$ cat src/rtl/tx_stop_pkg.sv
package tx_stop_pkg;
    typedef enum logic [1:0] {
        SYM_DATA  = 2'd0,
        SYM_ABORT = 2'd1,
        SYM_IDLE  = 2'd2,
        SYM_FLAG  = 2'd3
    } sym_sel_e;

    typedef enum logic [1:0] {
        ST_RUN   = 2'd0,
        ST_ABORT = 2'd1,
        ST_HALT  = 2'd2,
        ST_ARMED = 2'd3
    } stop_state_e;
endpackage

$ cat src/rtl/tx_stop_fsm.sv
module tx_stop_fsm
    import tx_stop_pkg::*;
#(
    parameter int ABORT_LEN = 1
) (
    input  logic     clk,
    input  logic     rst_n,
    input  logic     stop_req,
    input  logic     in_frame,
    input  logic     idle_mode,
    input  logic     byte_req,
    input  logic     reinit,
    input  logic     restart,
    output logic     tx_en,
    output logic     poll_clr,
    output sym_sel_e sel
);
    localparam int CNT_W = (ABORT_LEN > 1) ? $clog2(ABORT_LEN) : 1;
    localparam logic [CNT_W-1:0] LAST = CNT_W'(ABORT_LEN - 1);

    stop_state_e state, state_nx;
    logic [CNT_W-1:0] abort_cnt;

    always_comb begin
        state_nx = state;
        unique case (state)
            ST_RUN:   if (stop_req) state_nx = in_frame ? ST_ABORT : ST_HALT;
            ST_ABORT: if (byte_req && abort_cnt == LAST) state_nx = ST_HALT;
            ST_HALT:  if (reinit) state_nx = ST_ARMED;
            ST_ARMED: begin
                if (stop_req)     state_nx = ST_HALT;
                else if (restart) state_nx = ST_RUN;
            end
        endcase
    end

    always_ff @(posedge clk) begin
        if (!rst_n) begin
            state     <= ST_HALT;
            abort_cnt <= '0;
            poll_clr  <= 1'b0;
        end else begin
            state    <= state_nx;
            poll_clr <= (state == ST_RUN) && stop_req;
            if (state != ST_ABORT)
                abort_cnt <= '0;
            else if (byte_req)
                abort_cnt <= abort_cnt + 1'b1;
        end
    end

    always_comb begin
        tx_en = 1'b0;
        sel   = idle_mode ? SYM_FLAG : SYM_IDLE;
        unique case (state)
            ST_RUN:   begin tx_en = 1'b1; sel = SYM_DATA; end
            ST_ABORT: sel = SYM_ABORT;
            ST_HALT:  ;
            ST_ARMED: ;
        endcase
    end

    // restart without prior reinit keeps the channel stopped
    a_r8_restart_needs_reinit: assert property (@(posedge clk) disable iff (!rst_n)
        (state == ST_HALT) |=> !tx_en);
    // abort lasts while fewer than ABORT_LEN bytes have been taken
    a_r4_abort_count_bound: assert property (@(posedge clk) disable iff (!rst_n)
        (state == ST_ABORT) |-> (abort_cnt <= LAST));
    // stop while armed cancels arming
    a_r9_stop_disarms: assert property (@(posedge clk) disable iff (!rst_n)
        (state == ST_ARMED && stop_req) |=> (state == ST_HALT && !poll_clr));
endmodule

$ cat src/rtl/tx_stop_sym.sv
module tx_stop_sym
    import tx_stop_pkg::*;
#(
    parameter logic [7:0] FLAG_BYTE  = 8'h7E,
    parameter logic [7:0] IDLE_BYTE  = 8'hFF,
    parameter logic [7:0] ABORT_BYTE = 8'hFF
) (
    input  sym_sel_e   sel,
    output logic [7:0] sym_byte
);
    always_comb begin
        unique case (sel)
            SYM_DATA:  sym_byte = 8'h00;
            SYM_ABORT: sym_byte = ABORT_BYTE;
            SYM_IDLE:  sym_byte = IDLE_BYTE;
            SYM_FLAG:  sym_byte = FLAG_BYTE;
        endcase
    end
endmodule

$ cat src/rtl/tx_stop_ptr.sv
module tx_stop_ptr #(
    parameter int PTR_W = 16
) (
    input  logic             clk,
    input  logic             rst_n,
    input  logic             track,
    input  logic [PTR_W-1:0] ptr_in,
    output logic [PTR_W-1:0] ptr_hold
);
    always_ff @(posedge clk) begin
        if (!rst_n)
            ptr_hold <= '0;
        else if (track)
            ptr_hold <= ptr_in;
    end

    // the held pointer is frozen while not tracking
    a_r7_ptr_frozen: assert property (@(posedge clk) disable iff (!rst_n)
        !track |=> $stable(ptr_hold));
endmodule

$ cat src/rtl/tx_stop_ctrl.sv
module tx_stop_ctrl
    import tx_stop_pkg::*;
#(
    parameter int PTR_W     = 16,
    parameter int ABORT_LEN = 1
) (
    input  logic             clk,
    input  logic             rst_n,
    input  logic             stop_req,
    input  logic             in_frame,
    input  logic             idle_mode,
    input  logic [PTR_W-1:0] buf_ptr_in,
    input  logic             byte_req,
    input  logic             reinit,
    input  logic             restart,
    output logic             tx_en,
    output logic             poll_clr,
    output logic [1:0]       sym_sel,
    output logic [7:0]       sym_byte,
    output logic [PTR_W-1:0] saved_ptr
);
    sym_sel_e sel;

    tx_stop_fsm #(.ABORT_LEN(ABORT_LEN)) fsm_i (
        .clk(clk), .rst_n(rst_n), .stop_req(stop_req), .in_frame(in_frame),
        .idle_mode(idle_mode), .byte_req(byte_req), .reinit(reinit),
        .restart(restart), .tx_en(tx_en), .poll_clr(poll_clr), .sel(sel)
    );

    tx_stop_sym sym_i (.sel(sel), .sym_byte(sym_byte));

    tx_stop_ptr #(.PTR_W(PTR_W)) ptr_i (
        .clk(clk), .rst_n(rst_n), .track(tx_en),
        .ptr_in(buf_ptr_in), .ptr_hold(saved_ptr)
    );

    assign sym_sel = sel;

    // an accepted stop drops enable and pulses poll clear
    a_r2_stop_disables: assert property (@(posedge clk) disable iff (!rst_n)
        (tx_en && stop_req) |=> (!tx_en && poll_clr));
    a_r3_poll_single: assert property (@(posedge clk) disable iff (!rst_n)
        poll_clr |=> !poll_clr);
    // stop mid-frame selects abort
    a_r4_abort_first: assert property (@(posedge clk) disable iff (!rst_n)
        (tx_en && stop_req && in_frame) |=> (sym_sel == 2'd1));
    // stop between frames goes straight to fill
    a_r5_fill_direct: assert property (@(posedge clk) disable iff (!rst_n)
        (tx_en && stop_req && !in_frame) |=> (sym_sel[1] == 1'b1));
    // enable and data selection go together
    a_r6_data_only_enabled: assert property (@(posedge clk) disable iff (!rst_n)
        tx_en |-> (sym_sel == 2'd0));
endmodule

$ cat config.mk
export PLATFORM = sky130hd
export DESIGN_NAME = tx_stop_ctrl
export DESIGN_NICKNAME = d
export VERILOG_FILES = /design/src/rtl/tx_stop_pkg.sv /design/src/rtl/tx_stop_fsm.sv /design/src/rtl/tx_stop_sym.sv /design/src/rtl/tx_stop_ptr.sv /design/src/rtl/tx_stop_ctrl.sv
export SDC_FILE = /design/constraint.sdc
export NUM_CORES = 1
export LEC_CHECK = 0
export CAP_MARGIN = 20
export CORE_MARGIN = 2
export CORE_UTILIZATION = 30
export DETAILED_ROUTE_END_ITERATION = 12
export PLACE_DENSITY = 0.66
export SETUP_SLACK_MARGIN = 0.1
export SLEW_MARGIN = 30
export SYNTH_ARGS = -nofsm -noshare
export SYNTH_HDL_FRONTEND = slang
export SYNTH_SLANG_ARGS = --single-unit
$ cat constraint.sdc
create_clock -name clk -period 2.8 [get_ports clk]
set_input_delay 0.28 -clock clk [delete_from_list [all_inputs] [get_ports clk]]
set_output_delay 0.28 -clock clk [all_outputs]
set_load 0.05 [all_outputs]
==> results of run 1 <==
-- final cells by class --
class                      count  area share, %
clock buffer                   3          1.635
inverter                       4          1.635
multi-input combinational     66          27.61
sequential                    20          29.06
tap                           31          2.816
timing repair buffer          52          37.24
-- tightest hold or removal path, stage by stage, from the launching register on --
cell      delay (ps)
dfxtp_1          320
nand2_1           70
a21boi_2          50
-- cells by family (layout without fill, tap and decap cells) --
group	Yosys count	in the layout
xor+xnor	1	1
simple gates	41	41
compound gates	24	24
buf+inv	17	59
flops	20	20
-- layout by cell type (no fill, tap or decap), drive strengths merged, types with 2 or more instances in the layout --
| cell | n |
|---|---|
| inv | 4 |
| nand2b | 2 |
| dfxtp | 20 |
| nand2 | 35 |
| buf | 3 |
| nor3b | 2 |
| a21oi | 3 |
| clkdlybuf4s50 | 49 |
| clkbuf | 3 |
| a21boi | 17 |
-- how the worst min path moves through the flow --
stage | slack [ps] | startpoint | endpoint | depth (start not counted)
after floorplan | 420 | buf_ptr_in[15] | ptr_i.ptr_hold[15]$_SDFFE_PN0P_ | 2
after global placement | 450 | ptr_i.ptr_hold[0]$_SDFFE_PN0P_ | ptr_i.ptr_hold[0]$_SDFFE_PN0P_ | 2
after detailed placement | 460 | ptr_i.ptr_hold[13]$_SDFFE_PN0P_ | ptr_i.ptr_hold[13]$_SDFFE_PN0P_ | 2
after CTS | 480 | ptr_i.ptr_hold[13]$_SDFFE_PN0P_ | ptr_i.ptr_hold[13]$_SDFFE_PN0P_ | 2
after global routing | 500 | ptr_i.ptr_hold[10]$_SDFFE_PN0P_ | ptr_i.ptr_hold[10]$_SDFFE_PN0P_ | 2
final | 470 | ptr_i.ptr_hold[13]$_SDFFE_PN0P_ | ptr_i.ptr_hold[13]$_SDFFE_PN0P_ | 2
-- per-stage QoR --
step | setup slack [ps] | utilization [%] | hold slack, ps
3_3_place_gp | 761.3 | 47.90 | 452.0
6_report | 390.9 | 48.70 | 470.7
2_1_floorplan | 521.7 | - | 424.9
3_5_place_dp | 721.3 | 47.90 | 459.3
5_1_grt | 277.8 | 48.70 | 496.4
4_1_cts | 374.4 | 48.70 | 475.8
-- per-layer routing --
metal / vias to the layer above / track usage (%)
li1: 412 / -
met1: 354 / 13.67
met2: 35 / 23.81
met3: 5 / 3.275
met4: 0 / 6.818
met5: - / 0
-- flip-flops by register name, summed over array words and instances (netlist names) --
name	count
fsm_i.abort_cnt	1
fsm_i.poll_clr	1
ptr_i.ptr_hold	16
fsm_i.state	2
-- power groups by stage --
stage / Clock [mW] / Combinational [mW] / Sequential (mW)
final: 0.138 / 0.144 / 0.298
after global routing: 0.162 / 0.153 / 0.299
after CTS: 0.144 / 0.146 / 0.298
after detailed placement: 0 / 0.145 / 0.305
after global placement: 0 / 0.144 / 0.304
after floorplan: 0 / 0.0711 / 0.324
==> impl_metrics.yaml, run 1 <==
clock_network:
  cts_max_level: 1
  clock_path_buffers: 2
  holdBufCountCts: 0
  ctsRootBufferMaster: "clkbuf_4"
  post_cts_buffers: 0
  cts_resized: 0
  clkLatencyLatePin_ps: 300
  numCtsBuffers: 3
  clk_pin_slew_worst_paths_ps: 110
  cts_tree: "built"
  cts_sinks: 20
synth:
  ys.flop_type: "dfxtp_1"
  synth_top_area_share_pct: 44.02
  synth_largest_area_cell: "dfxtp_1"
  synth_edf_count: 0
  synthMuxAreaShare_pct: 0
  yosysWarnings: 0
  postSynthCellCount: 103
  postSynthAreaPerCell_sq_um: 8.831
  synthAdderAreaFrac_pct: 0
  synth_area_sq_um: 909.6
  synthSimpleGateAreaFrac_pct: 18.84
  async_flop_share_pct: 0
  synth.area.top_cells: "dfxtp_1 (44%), nand2_1 (14%), a21boi_2 (8.7%)"
  yosysMostFrequentCell: "nand2_1"
  yosysSeqAreaShare_pct: 44.02
  synth_top_family_by_area: "compound AO/OA/AOI/OAI gates"
  synthXorXnorAreaFrac_pct: 0.9629
  ys_ff_latch: 20
  yosysUniqueCellTypes: 20
  synth_commonest_cells: "nand2_1 (35), dfxtp_1 (20), a21boi_0 (10)"
  synth_compound_area_share_pct: 22.01
  synth_nets: 127
critical_path:
  critPathCaptureType: "output pin"
  worstReg2RegEnd: "ptr_i.ptr_hold[2]$_SDFFE_PN0P_"
  cp.arrival_ps: 2130
  max_stage_delay_ps: 820
  worstPathRequired_ps: 2520
  crit_family: "buffers and inverters"
  r2r_slack_ps: 1310
  setup.worst_path.end: "tx_en"
  worstRegToRegCells: 4
  worst-path-buf-inv: 2
  crit_type: "reg -> out"
  cp-start-kind: "flop"
  startpoint: "fsm_i.state[1]$_SDFFE_PN1P_"
  crit_slowest_cell: "clkdlybuf4s50_1"
  crit_chain: "or2_1, inv_8, clkdlybuf4s50_1"
  crit_cells: 3
  crit_fanout: 19
  r2r-start: "fsm_i.state[1]$_SDFFE_PN1P_"
timing:
  period_share_pct: 86.04
  tightest_slew_ps: 565.7
  max_freq_mhz: 415.1
  drv_slew: 0
  fin_setup_tns_ps: 0
  finalCriticalPeriod_ps: 2409
  setup_viol: 0
  rsz0062_at_grt: "false"
  skew_ps: 3.436
  slew_headroom_pct: 62.17
  hold_viol: 0
power_and_ir_drop:
  p_leak_nw: 0.4853
  switching_power_uw: 172.8
  p_comb_share_pct: 24.9
  cellPowerDensity_mw_per_mm2: 421.0
  p_int_uw: 407.2
  swShare_pct: 29.80
  p_total_uw: 580.0
  p_seq_share_pct: 51.4
  irDropWorstVdd_mv: 0.2393
  p_clk_share_pct: 23.8
routing:
  vias_per_cell: 4.580
  wl_mm: 2.106
  ant_nets: 0
  first_pass_iters: 4
  wl_met2_microns: 950
  drt-wirelength-per-cell_microns: 11.97
  drc: 0
  topRoutingLayerUsed: "met4"
  drt_iter0_drc: 25
  dr_wl_met3_microns: 165
  met1_length_microns: 943
  vias: 806
floorplanning:
  core_sq_mm: 0.002829
  fp-row-count: 19
  die_y_microns: 59.07
  start_util_pct: 32.15
  die_x_microns: 59.07
  io_pins: 52
  die_area_sq_mm: 0.003489
grt:
  grt_first_pass_wirelength_mm: 3.381
  grt_usage_pct: 13.06
  antenna_found_initial: 0
  grt_max_degree: 21
  grt-ovfl-total: 0
  grt_pass1_vias: 822
flow_run:
  max-cap-violations: 0
placed_design:
  place_inst: 173
  dpl-instance-area_sq_mm: 0.001355
  io_buffers: 51
  place_hpwl_mm: 1.592
  gp_congestion: 0.7564
finish:
  regArea_sq_um: 400.4
  nets: 171
  nFillCells: 276
  n_antenna_cell: 0
  fin_area_sq_mm: 0.001378
  syn_to_final_growth_pct: 51.44
  drive_gt1_share_pct: 10.34
  stdcell_count: 176
  multi_input_area_sq_um: 380.4
run_status:
  outcome: "finished clean"
worst_hold_path:
  holdCritPathClass: "reg -> reg"
Note: power is estimated with default switching activity, not from simulation.
==> run 2, diff against run 1 <==
CAP_MARGIN = 10   (was 20)
CORE_ASPECT_RATIO = 1.2   (was unset)
==> impl_metrics.yaml, run 2 (synthesis results as in run 1) <==
floorplanning:
  core_sq_mm: 0.002838
  fp-row-count: 21
  die_area_sq_mm: 0.003490
  io_pins: 52
  die_y_microns: 64.32
  die_x_microns: 54.27
  start_util_pct: 32.05
grt:
  grt_pass1_vias: 811
  grt_first_pass_wirelength_mm: 3.394
  top_usage_layer: "met2"
  grt_usage_pct: 12.94
  grt_max_degree: 21
  antenna_found_initial: 0
  grtUsageMet1_pct: 12.91
  use_met3_pct: 2.570
  met2_usage_pct: 24.70
  grt-ovfl-total: 0
clock_network:
  cts_resized: 0
  cts_sinks: 20
  clock_path_buffers: 2
  cts_max_level: 1
  numCtsBuffers: 3
  clkLatencyLatePin_ps: 290
  clk_pin_slew_worst_paths_ps: 110
  cts_tree: "built"
  post_cts_buffers: 0
  holdBufCountCts: 0
  ctsRootBufferMaster: "clkbuf_4"
finish:
  nFillCells: 278
  nets: 172
  multi_input_area_sq_um: 380.4
  drive_gt1_share_pct: 11.56
  syn_to_final_growth_pct: 54.20
  reg_top3: "ptr_i.ptr_hold (16), fsm_i.state (2)"
  n_antenna_cell: 0
  final_common_cell: "clkdlybuf4s50_1"
  final_cell_mix: "clkdlybuf4s50_1 (49), nand2_1 (35), dfxtp_1 (20), a21boi_0 (10), a21boi_2 (7)"
  largest_register: "ptr_i.ptr_hold"
  largest_reg_flops: 16
  stdcell_count: 181
  regArea_sq_um: 400.4
placed_design:
  place_hpwl_mm: 1.632
  io_buffers: 51
  gp_congestion: 0.6632
  place_inst: 177
routing:
  drt_iter0_drc: 8
  vias_per_cell: 4.541
  vias: 822
  wl_mm: 2.089
  drt-wirelength-per-cell_microns: 11.54
  ant_nets: 0
  first_pass_iters: 4
  drc: 0
power_and_ir_drop:
  p_leak_nw: 0.4967
  cellPowerDensity_mw_per_mm2: 431.1
  irDropWorstVdd_mv: 0.1862
worst_hold_path:
  holdCritPathClass: "reg -> reg"
timing:
  fin_setup_tns_ps: 0
  drv_slew: 0
  finalCriticalPeriod_ps: 2337
  period_share_pct: 83.47
  tightest_slew_ps: 560.5
  hold_viol: 0
  max_freq_mhz: 427.9
  setup_viol: 0
  skew_ps: 1.174
  rsz0062_at_grt: "false"
  slew_headroom_pct: 62.52
critical_path:
  crit_type: "reg -> out"
  cp.arrival_ps: 2060
  crit_fanout: 19
  worstPathRequired_ps: 2520
  cp-start-kind: "flop"
  critPathCaptureType: "output pin"
run_status:
  outcome: "finished clean"
flow_run:
  max-cap-violations: 0
==> run 2: cell count changes in the layout (fill, tap and decap cells not counted) <==
cell      previous run  this run
clkbuf_8             0         1
buf_4                3         4
==> run 2: routing by layer <==
metal | part of all wire (%) | wire length, microns
met2 | 52 | 1096
met4 | 0.62 | 13
met5 | 0 | 0
met3 | 7.6 | 159
met1 | 39 | 820
==> run 2: worst max-delay path, stage by stage (launching register included) <==
cell and delay [ps]:
dfxtp_1 390, or2_1 260, buf_4 190, inv_8 120
clkdlybuf4s50_1 810
==> run 2: final cells by class <==
type / instances / area share [%]
sequential: 20 / 28.55
inverter: 4 / 1.606
multi-input combinational: 66 / 27.12
timing repair buffer: 53 / 37.11
clock buffer: 4 / 2.587
tap: 34 / 3.033
==> run 2: per-stage QoR <==
step | worst slack (ps) | util (%) | power [mW] | hold WS (ps) | instance area (sq um)
4_1_cts | 439.5 | 49.43 | 0.6193 | 477.9 | 1403
6_report | 462.8 | 49.43 | 0.6047 | 471.3 | 1403
5_1_grt | 349.8 | 49.43 | 0.6442 | 491.1 | 1403
3_3_place_gp | 803.9 | 48.15 | 0.4494 | 455.3 | 1366
3_5_place_dp | 786.0 | 48.15 | 0.4512 | 461.4 | 1366
2_1_floorplan | 521.7 | - | 0.3946 | 424.9 | 909.6
==> run 2: final timing paths <==
kind | startpoint | end | slack, ps | cells past startpoint
worst max-delay path | fsm_i.state[1]$_SDFFE_PN1P_ | tx_en | 460 | 4
worst min-delay path | ptr_i.ptr_hold[12]$_SDFFE_PN0P_ | ptr_i.ptr_hold[12]$_SDFFE_PN0P_ | 470 | 2
worst max register to register | fsm_i.state[1]$_SDFFE_PN1P_ | ptr_i.ptr_hold[9]$_SDFFE_PN0P_ | 1550 | 5
worst min register to register | ptr_i.ptr_hold[12]$_SDFFE_PN0P_ | ptr_i.ptr_hold[12]$_SDFFE_PN0P_ | 470 | 2
==> run 2: where the power goes <==
| part | total (mW) | leakage [nW] | internal (mW) | switching, mW |
|---|---|---|---|---|
| logic | 0.146 | 0.314 | 0.0654 | 0.0803 |
| clock network | 0.161 | 0.0210 | 0.0791 | 0.0816 |
| registers | 0.298 | 0.162 | 0.292 | 0.00601 |
| total | 0.605 | 0.497 | 0.437 | 0.168 |
